$ cat config.mk
export PLATFORM = sky130hd
export DESIGN_NAME = rxchk_frame_track
export DESIGN_NICKNAME = d
export VERILOG_FILES = /design/src/rtl/rxchk_pkg.sv /design/src/rtl/rxchk_frame_track.sv
export SDC_FILE = /design/constraint.sdc
export NUM_CORES = 1
export LEC_CHECK = 0
export BUFFER_PORTS_ARGS = -buffer_cell sky130_fd_sc_hd__buf_2
export CORE_ASPECT_RATIO = 1.25
export CORE_MARGIN = 2
export CORE_UTILIZATION = 35
export CTS_CLUSTER_DIAMETER = 60
export CTS_CLUSTER_SIZE = 12
export DETAILED_ROUTE_END_ITERATION = 12
export PLACE_DENSITY = 0.53
export SYNTH_ARGS = -nofsm -noshare
export SYNTH_HDL_FRONTEND = slang
export SYNTH_SLANG_ARGS = --single-unit
export TNS_END_PERCENT = 5
$ cat constraint.sdc
create_clock -name clk -period 4 [get_ports clk]
set_clock_uncertainty 0.15 [all_clocks]
set_input_delay 0.6 -clock clk [delete_from_list [all_inputs] [get_ports clk]]
set_output_delay 0.6 -clock clk [all_outputs]
set_load 0.01 [all_outputs]
$ cat src/rtl/rxchk_pkg.sv
package rxchk_pkg;
  localparam int unsigned ERR_N = 5;

  typedef struct packed {
    logic rxer;
    logic crc;
    logic align;
    logic too_long;
    logic too_short;
  } rx_err_t;

  typedef enum int unsigned {
    IDX_SHORT = 0,
    IDX_LONG  = 1,
    IDX_ALIGN = 2,
    IDX_CRC   = 3,
    IDX_RXER  = 4
  } err_idx_e;
endpackage

$ cat src/rtl/rxchk_frame_track.sv
module rxchk_frame_track
  import rxchk_pkg::*;
#(
  parameter int unsigned LEN_W     = 12,
  parameter int unsigned MIN_FRAME = 64
) (
  input  logic             clk,
  input  logic             rst_n,
  input  logic             byte_vld,
  input  logic             sof,
  input  logic             eof,
  input  logic             dribble,
  input  logic             crc_ok,
  input  logic             phy_rxer,
  input  logic             crc_hide,
  input  logic [LEN_W-1:0] max_eff,
  output logic             res_vld,
  output rx_err_t          res_vec,
  output logic             res_crc_raw
);
  localparam logic [LEN_W-1:0] LEN_SAT = {LEN_W{1'b1}};
  localparam logic [LEN_W-1:0] MIN_V   = LEN_W'(MIN_FRAME);

  logic             in_frame_q, in_frame_d;
  logic [LEN_W-1:0] len_q, len_d;
  logic             rxer_q, rxer_d;
  logic             active, closing, frame_en;
  logic [LEN_W-1:0] len_base;
  rx_err_t          vec_d;
  logic             crc_raw_d;

  always_comb begin
    active   = sof | in_frame_q;
    closing  = eof & active;
    frame_en = active;
    len_base = sof ? '0 : len_q;
    if (byte_vld && active && (len_base != LEN_SAT)) len_d = len_base + 1'b1;
    else                                             len_d = len_base;
    rxer_d     = (sof ? 1'b0 : rxer_q) | (active & phy_rxer);
    in_frame_d = active & ~eof;

    vec_d     = '0;
    crc_raw_d = 1'b0;
    if (closing) begin
      vec_d.too_short = (len_d < MIN_V);
      vec_d.too_long  = (len_d > max_eff) && !(len_d < MIN_V);
      vec_d.align     = dribble;
      crc_raw_d       = ~crc_ok;
      vec_d.crc       = ~crc_ok & ~crc_hide;
      vec_d.rxer      = rxer_d;
    end
  end

  always_ff @(posedge clk or negedge rst_n) begin
    if (!rst_n) begin
      in_frame_q <= 1'b0;
      len_q      <= '0;
      rxer_q     <= 1'b0;
    end else if (frame_en) begin
      in_frame_q <= in_frame_d;
      len_q      <= len_d;
      rxer_q     <= rxer_d;
    end
  end

  always_ff @(posedge clk or negedge rst_n) begin
    if (!rst_n) begin
      res_vld     <= 1'b0;
      res_vec     <= '0;
      res_crc_raw <= 1'b0;
    end else begin
      res_vld     <= closing;
      res_vec     <= vec_d;
      res_crc_raw <= crc_raw_d;
    end
  end
endmodule

==> flow_summary.yaml, run 1 <==
synthesis:
  synthSimpleGateAreaFrac_pct: 24.43
  synthTopCellsByArea: "dfrtp_1 38%, ha_1 12%, xnor2_1 7.0%"
  synth_fa_ha_area_share_pct: 11.76
  synth_top_family_by_area: "simple AND/OR/NAND/NOR gates"
  syn_inst: 152
  ys_async_sr_fraction_pct: 100.0
  synth_top_area_share_pct: 38.01
  synth.area.mux_share_pct: 1.629
  yosysUniqueCellTypes: 38
  synth_top_area_cell: "dfrtp_1"
  synth_flop_cell: "dfrtp_1"
  synth_edf_count: 0
  syn_avg_cell_area_um2: 9.096
  synth_seq_cells: 21
  syn_area_mm2: 0.001383
  ys_warn_count: 0
  synth-xor-area-share_pct: 7.602
  synthesis.nets: 186
  yosysSeqAreaShare_pct: 38.01
  synth_compound_area_share_pct: 11.40
power_and_ir_drop:
  p_leak_nw: 0.8578
  vdd_drop_max_mv: 0.09297
  powerDensity_mw_per_mm2: 261.2
drt:
  drtPass1Iterations: 4
  first_iter_violations: 21
  via_count: 1111
  viasPerCell: 4.708
  drtAntennaViolNets: 0
  postRouteWirelength_um: 2992
  wl_per_cell_um: 12.68
  remaining_drc_errors: 0
setup_path:
  crit_path_end_kind: "flop"
  worstPathRequired_ps: 4050
  cp.arrival_ps: 3640
  worstSetupStartpoint: "sof"
  crit_type: "in -> reg"
  cp_max_fo: 7
  rr_startpoint: "len_q[1]$_DFFE_PN0N_"
  start_kind: "input port"
timing:
  drv_slew: 0
  finalCriticalPeriod_ps: 3582
  holdWs_ps: 132.2
  finalSetupTns_ps: 0
  worst_slew_pin_slew_ps: 515.1
  timing.final.crit_share_pct: 89.56
  maxSlewHeadroom_pct: 65.30
  grt_setup_unrepaired: "false"
  hold_viol_final: 0
  fmax_mhz: 279.1
  finalSetupViolCount: 0
cells_and_area:
  num_antenna_cells: 0
  final_cell_count_no_fill: 236
  postLayoutCellArea_mm2: 0.001632
  n_fill_cell: 381
  area_growth_pct: 18.01
  final_nets: 217
  layout_commonest_cell: "buf_2"
  drive_above_1_share_pct: 23.08
  layout_common_cells: "27 x buf_2, 21 x dfrtp_1, 19 x nor2_1, 17 x inv_1, 13 x ha_1"
  post-route-util_pct: 43.11
cts:
  htreeDepth: 1
  cts_tree: "built"
  clkLatencyLatePin_ps: 260
  cts-root-buf: "clkbuf_8"
  clk_path_buf_depth: 2
  holdBufCountCts: 0
  clkSinkCount: 21
  cts_resized: 0
  cts_buffers: 3
  clk_pin_slew_ps: 80
  cts_setup_buffers: 0
global_route:
  grt_pass1_wl_um: 5057
  grt_pass1_vias: 1141
  track_usage_pct: 15.06
  grt_max_degree: 23
  antenna_found_initial: 0
  gr-total-overflow: 0
floorplanning:
  ioPinCount: 28
  die_height_um: 74.27
  coreArea_mm2: 0.003785
  die_w_um: 60.22
  die-area_mm2: 0.004472
  start_util_pct: 36.53
  row_count: 25
outcome:
  outcome: "finished, final reports clean"
hold_path:
  worst_hold_path_type: "in -> async"
placed_design:
  placed_area_mm2: 0.001585
  portBuffers: 27
  gp_congestion: 0.8238
  dp_hpwl_um: 2468
  dp.cells: 232
job:
  max-cap-violations: 0
[flip-flops by register name, indices dropped and copies added (netlist names)]
| register | flops |
|---|---|
| rxer_q | 1 |
| res_crc_raw | 1 |
| in_frame_q | 1 |
| res_vld | 1 |
| res_vec | 5 |
| len_q | 12 |
[stage by stage]
step                total power [mW]  worst slack (ps)
floorplan                     0.2623             468.7
global placement              0.2879             350.6
detailed placement            0.2912             198.6
CTS                           0.4302             433.1
global route                  0.4476             138.8
finish                        0.4262             417.5
[cells by family (layout without fill, tap and decap cells)]
kind of cell	Yosys count	in the layout
buffers and inverters	19	49
AOI/OAI and AO/OA	23	23
adders and majority gates	13	13
DFF	21	21
and+or+nand+nor	62	62
xor gates and xnor gates	12	12
muxes	2	2
[layer usage]
layer | global-route usage [%] | routed length [µm] | vias up
met5 | 0 | 0 | -
met4 | 5.926 | 61 | 0
met3 | 2.609 | 94 | 7
met2 | 26.57 | 1574 | 18
met1 | 17.86 | 1261 | 515
li1 | - | - | 571
[worst paths after layout]
path | slack, ps | cells after the start | endpoint
setup / recovery | 420 | 14 | res_vec[1]$_DFF_PN0_
hold / removal | 130 | 1 | len_q[10]$_DFFE_PN0N_
setup reg to reg | 510 | 13 | res_vec[1]$_DFF_PN0_
hold reg to reg | 390 | 2 | rxer_q$_DFFE_PN0N_
max in group asynchronous | 3250 | 1 | res_crc_raw$_DFF_PN0_
min in group clk | 330 | 2 | res_vec[3]$_DFF_PN0_
[worst max-delay path, stage by stage]
cell      delay [ps]
buf_2            140
nor2b_1          200
ha_1             230
and4b_1          280
nand4_2          180
o21bai_2         350
nor3_1           110
xnor2_1          200
nor2_1            60
ha_1             300
nand2_1           50
or4_1            500
o221ai_1         230
o311a_1          190
[final cells by class]
cell class / instances / area, µm² / share of cell area, %
inverter: 17 / 63.81 / 3.911
multi-input combinational: 112 / 785.8 / 48.16
tap: 54 / 67.56 / 4.141
clock buffer: 3 / 41.29 / 2.531
sequential: 21 / 525.5 / 32.21
clock inverter: 1 / 5.005 / 0.3067
timing repair buffer: 28 / 142.6 / 8.742
[Yosys cell counts, types with 2 or more instances]
library cell	instances
nand2_2	2
o21ai_0	7
nand4_2	2
ha_1	13
nand4_1	2
a21oi_1	5
nor2_1	19
clkbuf_1	2
nand2b_1	2
a21o_1	2
dfrtp_1	21
nor2b_1	3
nand2_1	8
and2_1	4
and2b_1	2
nand3_1	2
inv_1	17
nor3_1	8
xnor2_1	11
mux2_2	2
[where the power goes]
part	switching, mW	internal [mW]
clock	0.0715	0.0695
combinational	0.0339	0.0272
sequential	0.00398	0.220
(Power assumes the default switching activity.)
==> run 2: changes to the inputs <==
==> constraint.sdc (replaced) <==
create_clock -name clk -period 4.3 [get_ports clk]
set_clock_uncertainty 0.15 [all_clocks]
set_input_delay 0.645 -clock clk [delete_from_list [all_inputs] [get_ports clk]]
set_output_delay 0.645 -clock clk [all_outputs]
set_load 0.01 [all_outputs]
==> flow_summary.yaml, run 2 (synthesized netlist as in run 1, its figures left out) <==
timing:
  worst_slew_pin_slew_ps: 490.9
  drv_slew: 0
  timing.final.crit_share_pct: 82.61
  finalCriticalPeriod_ps: 3552
  finalSetupTns_ps: 0
  fin_ws_ps: 747.9
  hold_viol_final: 0
  maxSlewHeadroom_pct: 66.93
  fmax_mhz: 281.5
  grt_setup_unrepaired: "false"
  finalSetupViolCount: 0
setup_path:
  crit_path_end_kind: "flop"
  r2r_cells: 13
  cp.arrival_ps: 3610
  worstPathRequired_ps: 4360
  ff2ff_setup_slack_ps: 870
  crit_type: "in -> reg"
  start_kind: "input port"
  cp_max_fo: 7
drt:
  wl_per_cell_um: 12.39
  viasPerCell: 4.720
  met1_length_um: 1272
  drtAntennaViolNets: 0
  drtPass1Iterations: 2
  via_count: 1114
  remaining_drc_errors: 0
  wl_met2_um: 1547
  postRouteWirelength_um: 2923
  wl_met3_um: 59
  first_iter_violations: 14
  top_layer_used: "met4"
cts:
  cts_tree: "built"
  htreeDepth: 1
  clkSinkCount: 21
  cts_resized: 0
  clk_pin_slew_ps: 80
  holdBufCountCts: 0
  cts-root-buf: "clkbuf_8"
  cts_buffers: 3
  clk_path_buf_depth: 2
  clkLatencyLatePin_ps: 260
  cts_setup_buffers: 0
power_and_ir_drop:
  powerDensity_mw_per_mm2: 242.8
  vdd_drop_max_mv: 0.1074
  sw_frac_of_total_pct: 25.63
  clock_power_share_pct: 33.0
  power_switching_mw: 0.1016
  p_seq_share_pct: 52.7
  comb_power_share_pct: 14.3
  p_leak_nw: 0.8578
  internal_power_mw: 0.2947
  power_mw: 0.3962
floorplanning:
  row_count: 25
  start_util_pct: 36.53
  die-area_mm2: 0.004472
  die_w_um: 60.22
  die_height_um: 74.27
  coreArea_mm2: 0.003785
  ioPinCount: 28
placed_design:
  preCtsSetupSlack_ps: 493.7
  dp_hpwl_um: 2430
  gp_congestion: 0.7752
  portBuffers: 27
  placed_area_mm2: 0.001585
cells_and_area:
  layout_commonest_cell: "buf_2"
  drive_above_1_share_pct: 23.08
  num_antenna_cells: 0
  layout_common_cells: "27 x buf_2, 21 x dfrtp_1, 19 x nor2_1, 17 x inv_1, 13 x ha_1"
  final_nets: 217
  reg_top3: "len_q (12), res_vec (5)"
  largest_reg_flops: 12
  largest_register: "len_q"
  postLayoutCellArea_mm2: 0.001632
  area_growth_pct: 18.01
global_route:
  grt_max_degree: 25
  gr-total-overflow: 0
  grt_pass1_vias: 1122
  grt_pass1_wl_um: 5133
  track_usage_pct: 15.44
  antenna_found_initial: 0
outcome:
  outcome: "finished, final reports clean"
job:
  max-cap-violations: 0
hold_path:
  worst_hold_path_type: "in -> async"
[run 2: cell counts in the layout (fill, tap and decap cells not counted)]
No cell type changed its count.
[run 2: final timing paths]
| check | from | endpoint |
|---|---|---|
| setup / recovery | sof | res_vec[1]$_DFF_PN0_ |
| hold / removal | rst_n | len_q[9]$_DFFE_PN0N_ |
| setup reg to reg | len_q[1]$_DFFE_PN0N_ | res_vec[1]$_DFF_PN0_ |
| hold reg to reg | rxer_q$_DFFE_PN0N_ | rxer_q$_DFFE_PN0N_ |
| max in group asynchronous | rst_n | len_q[1]$_DFFE_PN0N_ |
| min in group clk | crc_hide | res_vec[3]$_DFF_PN0_ |
[run 2: power by group through the flow]
stage / Clock [mW] / Combinational, mW / Sequential [mW]
floorplan: 0 / 0.0303 / 0.214
global placement: 0 / 0.0556 / 0.212
detailed placement: 0 / 0.0579 / 0.213
CTS: 0.135 / 0.0582 / 0.209
global route: 0.144 / 0.0659 / 0.210
finish: 0.131 / 0.0567 / 0.209
[run 2: worst max-delay path: stages]
cell and delay, ps:
buf_2 130, nor2b_1 200, ha_1 220, and4b_1 260, nand4_2 170, o21bai_2 350
nor3_1 100, xnor2_1 210, nor2_1 70, ha_1 290, nand2_1 50, or4_1 490
o221ai_1 230, o311a_1 190
[run 2: area by class of cell]
| type | count | area [µm²] |
|---|---|---|
| Clock buffer | 3 | 41.29 |
| Clock inverter | 1 | 5.005 |
| Fill cell | 367 | 2153 |
| Inverter | 17 | 63.81 |
| Multi-Input combinational cell | 112 | 785.8 |
| Sequential cell | 21 | 525.5 |
| Tap cell | 54 | 67.56 |
| Timing Repair Buffer | 28 | 142.6 |
[run 2: layer usage]
layer	vias up	global-route usage (%)
li1	571	-
met2	12	27.54
met4	0	5.926
met3	4	2.087
met1	527	18.50
met5	-	0
[run 2: metrics by stage]
stage	std cells	hold WS [ps]	util (%)
final	236	174.7	43.11
after global routing	236	209.5	43.11
after CTS	236	190.0	43.11
after detailed placement	232	400.7	41.88
after global placement	232	367.5	41.88
after floorplan	152	199.4	-
==> run 3: changes to the inputs <==
==> constraint.sdc (replaced) <==
create_clock -name clk -period 3.5 [get_ports clk]
set_clock_uncertainty 0.15 [all_clocks]
set_input_delay 0.525 -clock clk [delete_from_list [all_inputs] [get_ports clk]]
set_output_delay 0.525 -clock clk [all_outputs]
set_load 0.01 [all_outputs]
==> flow_summary.yaml, run 3 (synthesized netlist as in run 1, its figures left out) <==
timing:
  finalSetupViolCount: 0
  drv_slew: 0
  fmax_mhz: 307.5
  holdWs_ps: 54.38
  hold_viol_final: 0
  finalSetupTns_ps: 0
  maxSlewHeadroom_pct: 67.44
  worst_slew_pin_slew_ps: 483.3
  timing.final.crit_share_pct: 92.91
  finalCriticalPeriod_ps: 3252
  grt_setup_unrepaired: "false"
cells_and_area:
  final_nets: 222
  num_antenna_cells: 0
  reg_top3: "len_q (12), res_vec (5)"
  n_fill_cell: 381
  area_growth_pct: 21.27
  layout_commonest_cell: "buf_2"
  largest_reg_flops: 12
  layout_common_cells: "27 x buf_2, 21 x dfrtp_1, 19 x nor2_1, 17 x inv_1, 13 x ha_1"
  post-route-util_pct: 44.30
  drive_above_1_share_pct: 25.13
  largest_register: "len_q"
drt:
  first_iter_violations: 57
  remaining_drc_errors: 0
  wl_per_cell_um: 12.56
  drtAntennaViolNets: 0
  via_count: 1128
  viasPerCell: 4.680
  postRouteWirelength_um: 3026
  drtPass1Iterations: 5
cts:
  holdBufCountCts: 0
  htreeDepth: 1
  cts_setup_buffers: 0
  clkLatencyLatePin_ps: 260
  clk_path_buf_depth: 2
  cts_tree: "built"
  cts_resized: 0
  clk_pin_slew_ps: 80
  clkSinkCount: 21
  cts-root-buf: "clkbuf_8"
  cts_buffers: 3
floorplanning:
  coreArea_mm2: 0.003785
  die_height_um: 74.27
  row_count: 25
  die-area_mm2: 0.004472
  ioPinCount: 28
  start_util_pct: 36.53
  die_w_um: 60.22
setup_path:
  cp_max_fo: 7
  path_cells: "nor2b_1 -> ha_1 -> and4b_1 -> nand4_2 -> o21bai_4 -> nor3_1 -> xnor2_1 -> nor2_1 -> ha_1 -> nand2_1 -> or4_1 -> o221ai_1 -> o311a_1"
  start_kind: "flop"
  cp.arrival_ps: 3300
  cp_common_cell: "ha_1"
  crit_type: "reg -> reg"
  critPathMaxStageDelay_ps: 490
  worstPathRequired_ps: 3550
  slowest_stage: "or4_1"
  crit_path_end_kind: "flop"
global_route:
  grt_use_met2_pct: 27.66
  grt_pass1_vias: 1198
  grt_pass1_wl_um: 5230
  gr-total-overflow: 0
  grt_util_met1_pct: 18.96
  grt_max_degree: 22
  antenna_found_initial: 0
  grt.busiest_layer: "met2"
  use_met3_pct: 2.609
  track_usage_pct: 15.67
power_and_ir_drop:
  clock_power_share_pct: 33.1
  internal_power_mw: 0.3661
  comb_power_share_pct: 15.1
  vdd_drop_max_mv: 0.1209
  power_switching_mw: 0.1279
  sw_frac_of_total_pct: 25.90
  p_seq_share_pct: 51.8
  powerDensity_mw_per_mm2: 294.6
  p_leak_nw: 0.8841
job:
  max-cap-violations: 0
hold_path:
  worst_hold_path_type: "in -> async"
placed_design:
  gp_congestion: 0.7998
  portBuffers: 27
  dp_hpwl_um: 2469
outcome:
  outcome: "finished, final reports clean"
## run 3: changes by cell type in the layout (fill, tap and decap cells not counted), sizes merged
| cell | previous run | this run |
|---|---|---|
| buf | 28 | 33 |
## run 3: critical path, delay by kind of cell (launching register included)
| kind | cells | cell delay [ps] |
|---|---|---|
| xor gates and xnor gates | 1 | 190 |
| and+or+nand+nor | 7 | 1310 |
| DFF | 1 | 370 |
| AOI/OAI and AO/OA | 3 | 670 |
| adders and majority gates | 2 | 500 |
## run 3: final timing paths
path / from / slack [ps] / cells after the start / end
max: len_q[0]$_DFFE_PN0N_ / 250 / 13 / res_vec[1]$_DFF_PN0_
min: rst_n / 50 / 1 / len_q[10]$_DFFE_PN0N_
max reg2reg: len_q[0]$_DFFE_PN0N_ / 250 / 13 / res_vec[1]$_DFF_PN0_
min reg2reg: rxer_q$_DFFE_PN0N_ / 390 / 2 / rxer_q$_DFFE_PN0N_
max in group asynchronous: rst_n / 2820 / 1 / len_q[5]$_DFFE_PN0N_
min in group clk: crc_hide / 260 / 2 / res_vec[3]$_DFF_PN0_
## run 3: layer usage
layer / part of all wire (%) / vias to the layer above
li1: - / 582
met1: 44 / 529
met2: 53 / 13
met3: 2.0 / 4
met4: 1.5 / 0
met5: 0 / -
## run 3: stage by stage
step	instances	instance area, µm²	total power [mW]	setup WS, ps
after floorplan	152	1383	0.2998	43.68
after global placement	237	1623	0.3335	73.67
after detailed placement	237	1623	0.3362	-53.93
after CTS	241	1669	0.5028	211.3
after global routing	241	1677	0.5268	11.83
final	241	1677	0.4940	248.1
## run 3: cell type report
cell class,count,area (µm²),area share [%]
multi-input combinational,112,793.3,47.31
tap,54,67.56,4.030
clock buffer,3,41.29,2.463
sequential,21,525.5,31.34
inverter,17,63.81,3.806
clock inverter,1,5.005,0.2985
timing repair buffer,33,180.2,10.75
## run 3: power by group through the flow
stage / Combinational, mW / Clock, mW / Sequential, mW
final: 0.0745 / 0.163 / 0.256
after detailed placement: 0.0752 / 0 / 0.261
after CTS: 0.0756 / 0.171 / 0.256
after global routing: 0.0862 / 0.184 / 0.257
after global placement: 0.0724 / 0 / 0.261
after floorplan: 0.0372 / 0 / 0.263
